$ cat src/rtl/tc_pkg.sv
package tc_pkg;
  localparam logic [3:0] MSG_SYNC = 4'h0;
  localparam logic [3:0] MSG_DREQ = 4'h1;

  function automatic logic is_timed(input logic [3:0] t);
    return (t == MSG_SYNC) || (t == MSG_DREQ);
  endfunction

  function automatic logic kind_of(input logic [3:0] t);
    return t == MSG_DREQ;
  endfunction
endpackage

$ cat src/rtl/tc_ts_table.sv
module tc_ts_table #(
  parameter int DEPTH = 4,
  parameter int TS_W  = 32,
  parameter int SEQ_W = 16
) (
  input  logic             clk,
  input  logic             rst,
  input  logic             wr_en,
  input  logic             wr_kind,
  input  logic [SEQ_W-1:0] wr_seq,
  input  logic [TS_W-1:0]  wr_ts,
  input  logic             lk_en,
  input  logic             lk_kind,
  input  logic [SEQ_W-1:0] lk_seq,
  output logic             rd_hit,
  output logic [TS_W-1:0]  rd_ts
);
  localparam int PTR_W = (DEPTH > 1) ? $clog2(DEPTH) : 1;

  logic [DEPTH-1:0] slot_vld;
  logic [DEPTH-1:0] slot_kind;
  logic [SEQ_W-1:0] slot_seq [DEPTH];
  logic [TS_W-1:0]  ts_mem   [DEPTH];
  logic [PTR_W-1:0] wptr;
  logic [DEPTH-1:0] match;
  logic [PTR_W-1:0] hit_idx;
  logic             any_hit;

  // Key compare per slot
  for (genvar g = 0; g < DEPTH; g++) begin : g_cmp
    assign match[g] = slot_vld[g] && (slot_kind[g] == lk_kind) && (slot_seq[g] == lk_seq);
  end

  // Lowest matching slot wins
  always_comb begin
    hit_idx = '0;
    for (int i = DEPTH - 1; i >= 0; i--) begin
      if (match[i]) hit_idx = PTR_W'(i);
    end
  end
  assign any_hit = lk_en && (match != '0);

  // Key registers: consume on hit, a write in the same cycle wins
  always_ff @(posedge clk) begin
    if (rst) begin
      slot_vld <= '0;
      wptr     <= '0;
      rd_hit   <= 1'b0;
    end else begin
      rd_hit <= any_hit;
      if (any_hit) slot_vld[hit_idx] <= 1'b0;
      if (wr_en) begin
        slot_vld[wptr]  <= 1'b1;
        slot_kind[wptr] <= wr_kind;
        slot_seq[wptr]  <= wr_seq;
        wptr <= (wptr == PTR_W'(DEPTH - 1)) ? '0 : wptr + 1'b1;
      end
    end
  end

  // Timestamp storage: plain RAM with registered read-first port
  always_ff @(posedge clk) begin
    if (wr_en) ts_mem[wptr] <= wr_ts;
    rd_ts <= ts_mem[hit_idx];
  end
endmodule

$ cat src/rtl/tc_corr_math.sv
module tc_corr_math #(
  parameter int TS_W   = 32,
  parameter int CORR_W = 64,
  parameter int FRAC   = 16
) (
  input  logic              clk,
  input  logic              rst,
  input  logic              in_valid,
  input  logic              in_timed,
  input  logic              in_hit,
  input  logic [TS_W-1:0]   in_egr_ts,
  input  logic [TS_W-1:0]   in_ing_ts,
  input  logic [CORR_W-1:0] in_corr,
  output logic              out_valid,
  output logic [CORR_W-1:0] out_corr,
  output logic              out_miss,
  output logic              out_adjusted
);
  logic [TS_W-1:0]   resid;
  logic [CORR_W-1:0] scaled;

  assign resid  = in_egr_ts - in_ing_ts;
  assign scaled = CORR_W'(resid) << FRAC;

  always_ff @(posedge clk) begin
    if (rst) begin
      out_valid    <= 1'b0;
      out_miss     <= 1'b0;
      out_adjusted <= 1'b0;
      out_corr     <= '0;
    end else begin
      out_valid    <= in_valid;
      out_miss     <= in_valid && in_timed && !in_hit;
      out_adjusted <= in_valid && in_timed && in_hit;
      out_corr     <= (in_valid && in_timed && in_hit) ? in_corr + scaled : in_corr;
    end
  end
endmodule

$ cat src/rtl/tc_corr_updater.sv
module tc_corr_updater #(
  parameter int DEPTH  = 4,
  parameter int TS_W   = 32,
  parameter int SEQ_W  = 16,
  parameter int CORR_W = 64,
  parameter int FRAC   = 16
) (
  input  logic              clk,
  input  logic              rst,
  input  logic              ing_valid,
  input  logic [3:0]        ing_type,
  input  logic [SEQ_W-1:0]  ing_seq,
  input  logic [TS_W-1:0]   ing_ts,
  input  logic              egr_valid,
  input  logic [3:0]        egr_type,
  input  logic [SEQ_W-1:0]  egr_seq,
  input  logic [TS_W-1:0]   egr_ts,
  input  logic [CORR_W-1:0] egr_corr_in,
  output logic              out_valid,
  output logic [CORR_W-1:0] out_corr,
  output logic              out_miss,
  output logic              out_adjusted
);
  import tc_pkg::*;

  logic              wr_en, lk_en, rd_hit;
  logic [TS_W-1:0]   rd_ts;
  logic              s1_valid, s1_timed;
  logic [TS_W-1:0]   s1_ts;
  logic [CORR_W-1:0] s1_corr;

  assign wr_en = ing_valid && is_timed(ing_type);
  assign lk_en = egr_valid && is_timed(egr_type);

  tc_ts_table #(.DEPTH(DEPTH), .TS_W(TS_W), .SEQ_W(SEQ_W)) u_table (
    .clk     (clk),
    .rst     (rst),
    .wr_en   (wr_en),
    .wr_kind (kind_of(ing_type)),
    .wr_seq  (ing_seq),
    .wr_ts   (ing_ts),
    .lk_en   (lk_en),
    .lk_kind (kind_of(egr_type)),
    .lk_seq  (egr_seq),
    .rd_hit  (rd_hit),
    .rd_ts   (rd_ts)
  );

  // Stage 1: align the departure data with the table read
  always_ff @(posedge clk) begin
    if (rst) begin
      s1_valid <= 1'b0;
      s1_timed <= 1'b0;
      s1_ts    <= '0;
      s1_corr  <= '0;
    end else begin
      s1_valid <= egr_valid;
      s1_timed <= lk_en;
      s1_ts    <= egr_ts;
      s1_corr  <= egr_corr_in;
    end
  end

  tc_corr_math #(.TS_W(TS_W), .CORR_W(CORR_W), .FRAC(FRAC)) u_math (
    .clk          (clk),
    .rst          (rst),
    .in_valid     (s1_valid),
    .in_timed     (s1_timed),
    .in_hit       (rd_hit),
    .in_egr_ts    (s1_ts),
    .in_ing_ts    (rd_ts),
    .in_corr      (s1_corr),
    .out_valid    (out_valid),
    .out_corr     (out_corr),
    .out_miss     (out_miss),
    .out_adjusted (out_adjusted)
  );
endmodule

$ cat config.mk
export PLATFORM = sky130hd
export DESIGN_NAME = tc_corr_updater
export DESIGN_NICKNAME = d
export VERILOG_FILES = /design/src/rtl/tc_pkg.sv /design/src/rtl/tc_ts_table.sv /design/src/rtl/tc_corr_math.sv /design/src/rtl/tc_corr_updater.sv
export SDC_FILE = /design/constraint.sdc
export NUM_CORES = 1
export LEC_CHECK = 0
export BUFFER_PORTS_ARGS = -buffer_cell sky130_fd_sc_hd__buf_2
export CAP_MARGIN = 40
export CORE_ASPECT_RATIO = 0.75
export CORE_MARGIN = 3
export CORE_UTILIZATION = 40
export DETAILED_ROUTE_END_ITERATION = 10
export PLACE_DENSITY = 0.55
export SLEW_MARGIN = 30
export SYNTH_ARGS = -nofsm -noshare
export SYNTH_HDL_FRONTEND = slang
export SYNTH_SLANG_ARGS = --single-unit
export TNS_END_PERCENT = 100
$ cat constraint.sdc
create_clock -name clk -period 7.35 [get_ports clk]
set_clock_uncertainty 0.2 [all_clocks]
set_input_delay 0.3675 -clock clk [delete_from_list [all_inputs] [get_ports clk]]
set_output_delay 0.3675 -clock clk [all_outputs]
set_load 0.05 [all_outputs]
==> results.sh <==
export IMPL_outcome="completed"
export IMPL_drc=0
export IMPL_clkTransAtPathRegs_ns=0.06
export IMPL_fin_hold_ws_ns=0.0328
export IMPL_dr_wl_met3_mm=2.79
export IMPL_pwr_share_comb_pct=12.7
export IMPL_finalCriticalPeriod_ns=5.42
export IMPL_die_y_um=183
export IMPL_nets=2090
export IMPL_synth_flop_cell="dfxtp_1"
export IMPL_core_region_area_um2=41100
export IMPL_fp_dieW_um=243
export IMPL_top_layer_used="met5"
export IMPL_synth_yosys_seq_area_share_pct=59.4
export IMPL_crit_required_ns=7.54
export IMPL_io_buffers=238
export IMPL_met1_length_mm=22.0
export IMPL_cts_made_buffers=40
export IMPL_yosys_area_share_adder_pct=5.38
export IMPL_totalWireLength_mm=45.0
export IMPL_p_seq_share_pct=48.1
export IMPL_start_util_pct=40.9
export IMPL_first_pass_iters=5
export IMPL_die_area_um2=44500
export IMPL_clock_path_buffers=3
export IMPL_drv_cap=0
export IMPL_synth_edff_count=196
export IMPL_synth_compound_area_share_pct=11.2
export IMPL_root_buffer="clkbuf_16"
export IMPL_setup_tns_ns=0
export IMPL_min_from="ing_type[0]"
export IMPL_clock_fmax_mhz=184
export IMPL_vias_per_cell=5.02
export IMPL_synth_cell_types=67
export IMPL_p_int_mw=3.79
export IMPL_syn_avg_cell_area_um2=11.5
export IMPL_worstReg2RegStart="s1_ts[0]"
export IMPL_pwr_share_clk_pct=39.2
export IMPL_drive_above_1_share_pct=18.1
export IMPL_arrival_ns=5.61
export IMPL_p_leak_nw=8.48
export IMPL_cts_setup_buffers=0
export IMPL_antenna_found_initial=2
export IMPL_cts_tree="built"
export IMPL_rsz0062_at_grt="no"
export IMPL_wl_per_cell_um=18.4
export IMPL_grt_overflow=0
export IMPL_setup_viol=0
export IMPL_cts_resized_gates=0
export IMPL_cp_start_kind="flop"
export IMPL_async_reset_ff_share_pct=0
export IMPL_crit_type="flop to flop"
export IMPL_tightest_slew_ns=0.848
export IMPL_grt_pass1_vias=11900
export IMPL_grtUsageTotal_pct=19.8
export IMPL_yosysTopAreaCell="edfxtp_1"
export IMPL_worstSetupStartpoint="s1_ts[0]"
export IMPL_ant_nets=0
export IMPL_hp_class="input port to flop"
export IMPL_synth_xor_area_share_pct=7.04
export IMPL_ys_warn_count=0
export IMPL_synthSimpleGateAreaFrac_pct=14.2
export IMPL_h_tree_depth=2
export IMPL_crit_chain="inv_1, ha_1, fa_1, nor2b_1, o31a_1, o311ai_1, and3_1, o31ai_1, nand2_1, o221ai_1, xnor2_1, ha_1, a21oi_1, a32oi_1, nand3_1, nor2_1, a21oi_1, buf_2, nor4b_1, xnor2_1, nor2_1"
export IMPL_grt_first_pass_wirelength_mm=69.2
export IMPL_synthesis_nets=1708
export IMPL_rows=64
export IMPL_synth_seq_cells=400
export IMPL_cts_sinks=400
export IMPL_clkLatencyLatePin_ns=0.54
export IMPL_synth_cells=1465
export IMPL_ioPinCount=239
export IMPL_slew_viol_final=0
export IMPL_swShare_pct=24.3
export IMPL_finalHoldViolCount=0
export IMPL_finalCritPeriodShare_pct=73.8
export IMPL_synth_top_family_by_area="simple AND/OR/NAND/NOR gates"
export IMPL_globalplace_congestion=0.891
export IMPL_power_density_nw_per_um2=234
export IMPL_synth_mux_area_share_pct=0
export IMPL_syn_area_um2=16800
export IMPL_p_sw_mw=1.22
export IMPL_wl_met2_mm=19.5
export IMPL_vias=12200
export IMPL_cpPeakStageDelay_ns=0.70
export IMPL_max_slew_margin_pct=43.5
export IMPL_place_inst=2219
export IMPL_p_total_mw=5.01
export IMPL_slowest_stage="o31ai_1"
export IMPL_yosys_top_cells_area="edfxtp_1, dfxtp_1, ha_1"
export IMPL_syn_to_final_growth_pct=27.7
export IMPL_drt_iter0_drc=1058
export IMPL_dpl_hpwl_mm=31.7
export IMPL_end_kind="flop"
export IMPL_yosysTopAreaCellShare_pct=35.1
export IMPL_grt_max_degree=108
export IMPL_r2r_slack_ns=1.93
export IMPL_final_cells=2439
export IMPL_ir_drop_mv=0.166
export IMPL_cp_max_fo=8
==> worst paths after layout <==
check                                            end  depth (start not counted)
worst min register to register    u_math.out_corr[4]                          1
worst min-delay path            u_table.slot_kind[3]                          2
worst max register to register   u_math.out_corr[55]                         21
worst max-delay path             u_math.out_corr[55]                         21
==> cell families (layout without fill, tap and decap cells) <==
kind of cell	after synthesis	in the layout
simple gates	456	456
other cells	0	1
xor+xnor	135	135
flops	400	400
fa+ha+maj	71	71
buf+inv	117	529
compound gates	286	286
==> cell usage after synthesis, drive strengths merged (7+ instances only) <==
cell type / instances
dfxtp: 204
edfxtp: 196
nand2: 134
nor2b: 122
a21oi: 98
xnor2: 91
ha: 69
nor2: 65
o21ai: 65
inv: 59
xor2: 44
clkbuf: 43
a222oi: 32
nand3: 26
nor3: 24
nand4: 22
a21o: 15
buf: 14
and3: 11
o31ai: 11
nor4: 9
a211oi: 8
nor4b: 8
a31oi: 7
o211ai: 7
o21bai: 7
==> sequential cells by signal, indices dropped and copies added (netlist names), 2 cells and up <==
| register | flops |
|---|---|
| u_table.slot_seq | 64 |
| u_table.slot_kind | 4 |
| u_table.rd_ts | 32 |
| u_math.out_corr | 64 |
| s1_ts | 32 |
| s1_corr | 64 |
| u_table.wptr | 2 |
| u_table.ts_mem | 128 |
| u_table.slot_vld | 4 |
==> layout by cell type, fill, tap and decap left out, types with 7 or more instances in the layout <==
cell             n
o21ai_1          9
xor2_1          44
and3_1           9
clkbuf_1         7
clkbuf_16       41
o21bai_1         7
clkinv_2         7
nand2_1        134
nor2_1          60
a31oi_1          7
a211oi_1         8
inv_1           54
buf_2          238
nand4_1         22
nor2b_1        122
dfxtp_1        204
clkbuf_8         7
edfxtp_1       196
o21ai_0         56
dlygate4sd3_1  146
a21oi_1         97
nor4_1           7
nand3_1         26
ha_1            69
a222oi_1        32
o31ai_1         10
nor3_1          22
a21o_1          15
xnor2_1         91
==> worst max-delay path: cells and delay by family, from the launching register on <==
family | cells | cell delay, ns
adders and majority gates | 3 | 1.01
xor gates and xnor gates | 2 | 0.29
and+or+nand+nor | 7 | 1.31
buffers and inverters | 2 | 0.25
AOI/OAI and AO/OA | 7 | 1.88
DFF | 1 | 0.31
==> layer usage <==
layer	GRT usage (%)	vias to the layer above
li1	-	6011
met1	30.0	5845
met2	29.7	336
met3	3.54	53
met4	4.30	2
met5	0	-
==> metrics by stage <==
| stage | area [µm²] | worst slack [ns] | utilization [%] |
|---|---|---|---|
| 5_1_grt | 21400 | 1.56 | 52.2 |
| 4_1_cts | 21400 | 2.02 | 52.1 |
| 3_3_place_gp | 18500 | 2.11 | 45.1 |
| 6_report | 21400 | 1.93 | 52.2 |
| 3_5_place_dp | 18700 | 2.06 | 45.4 |
| 2_1_floorplan | 16800 | 2.86 | - |
==> power by group through the flow <==
stage          sequential [mW]  clock, mW  combinational [mW]
2_1_floorplan             2.50          0               0.342
3_3_place_gp              2.46          0               0.562
3_5_place_dp              2.46          0               0.567
4_1_cts                   2.41       2.02               0.632
5_1_grt                   2.41       2.12               0.700
6_report                  2.41       1.96               0.637
==> final cells by class <==
cell class              count  area [µm²]
fillers                  3666       19600
flip-flops and latches    400        9970
well taps                 561         702
clock buffers              56        1150
diodes                      1        2.50
inverters                  60         225
clock inverters            16         119
multi-input cells         948        6400
repair buffers            397        2860
==> timing repair <==
item / CTS / global route
hold endpoints to repair: 289 / 14
setup endpoints to repair: 0 / 0
hold buffers: 145 / 1
Power figures use the tool's default switching activity.
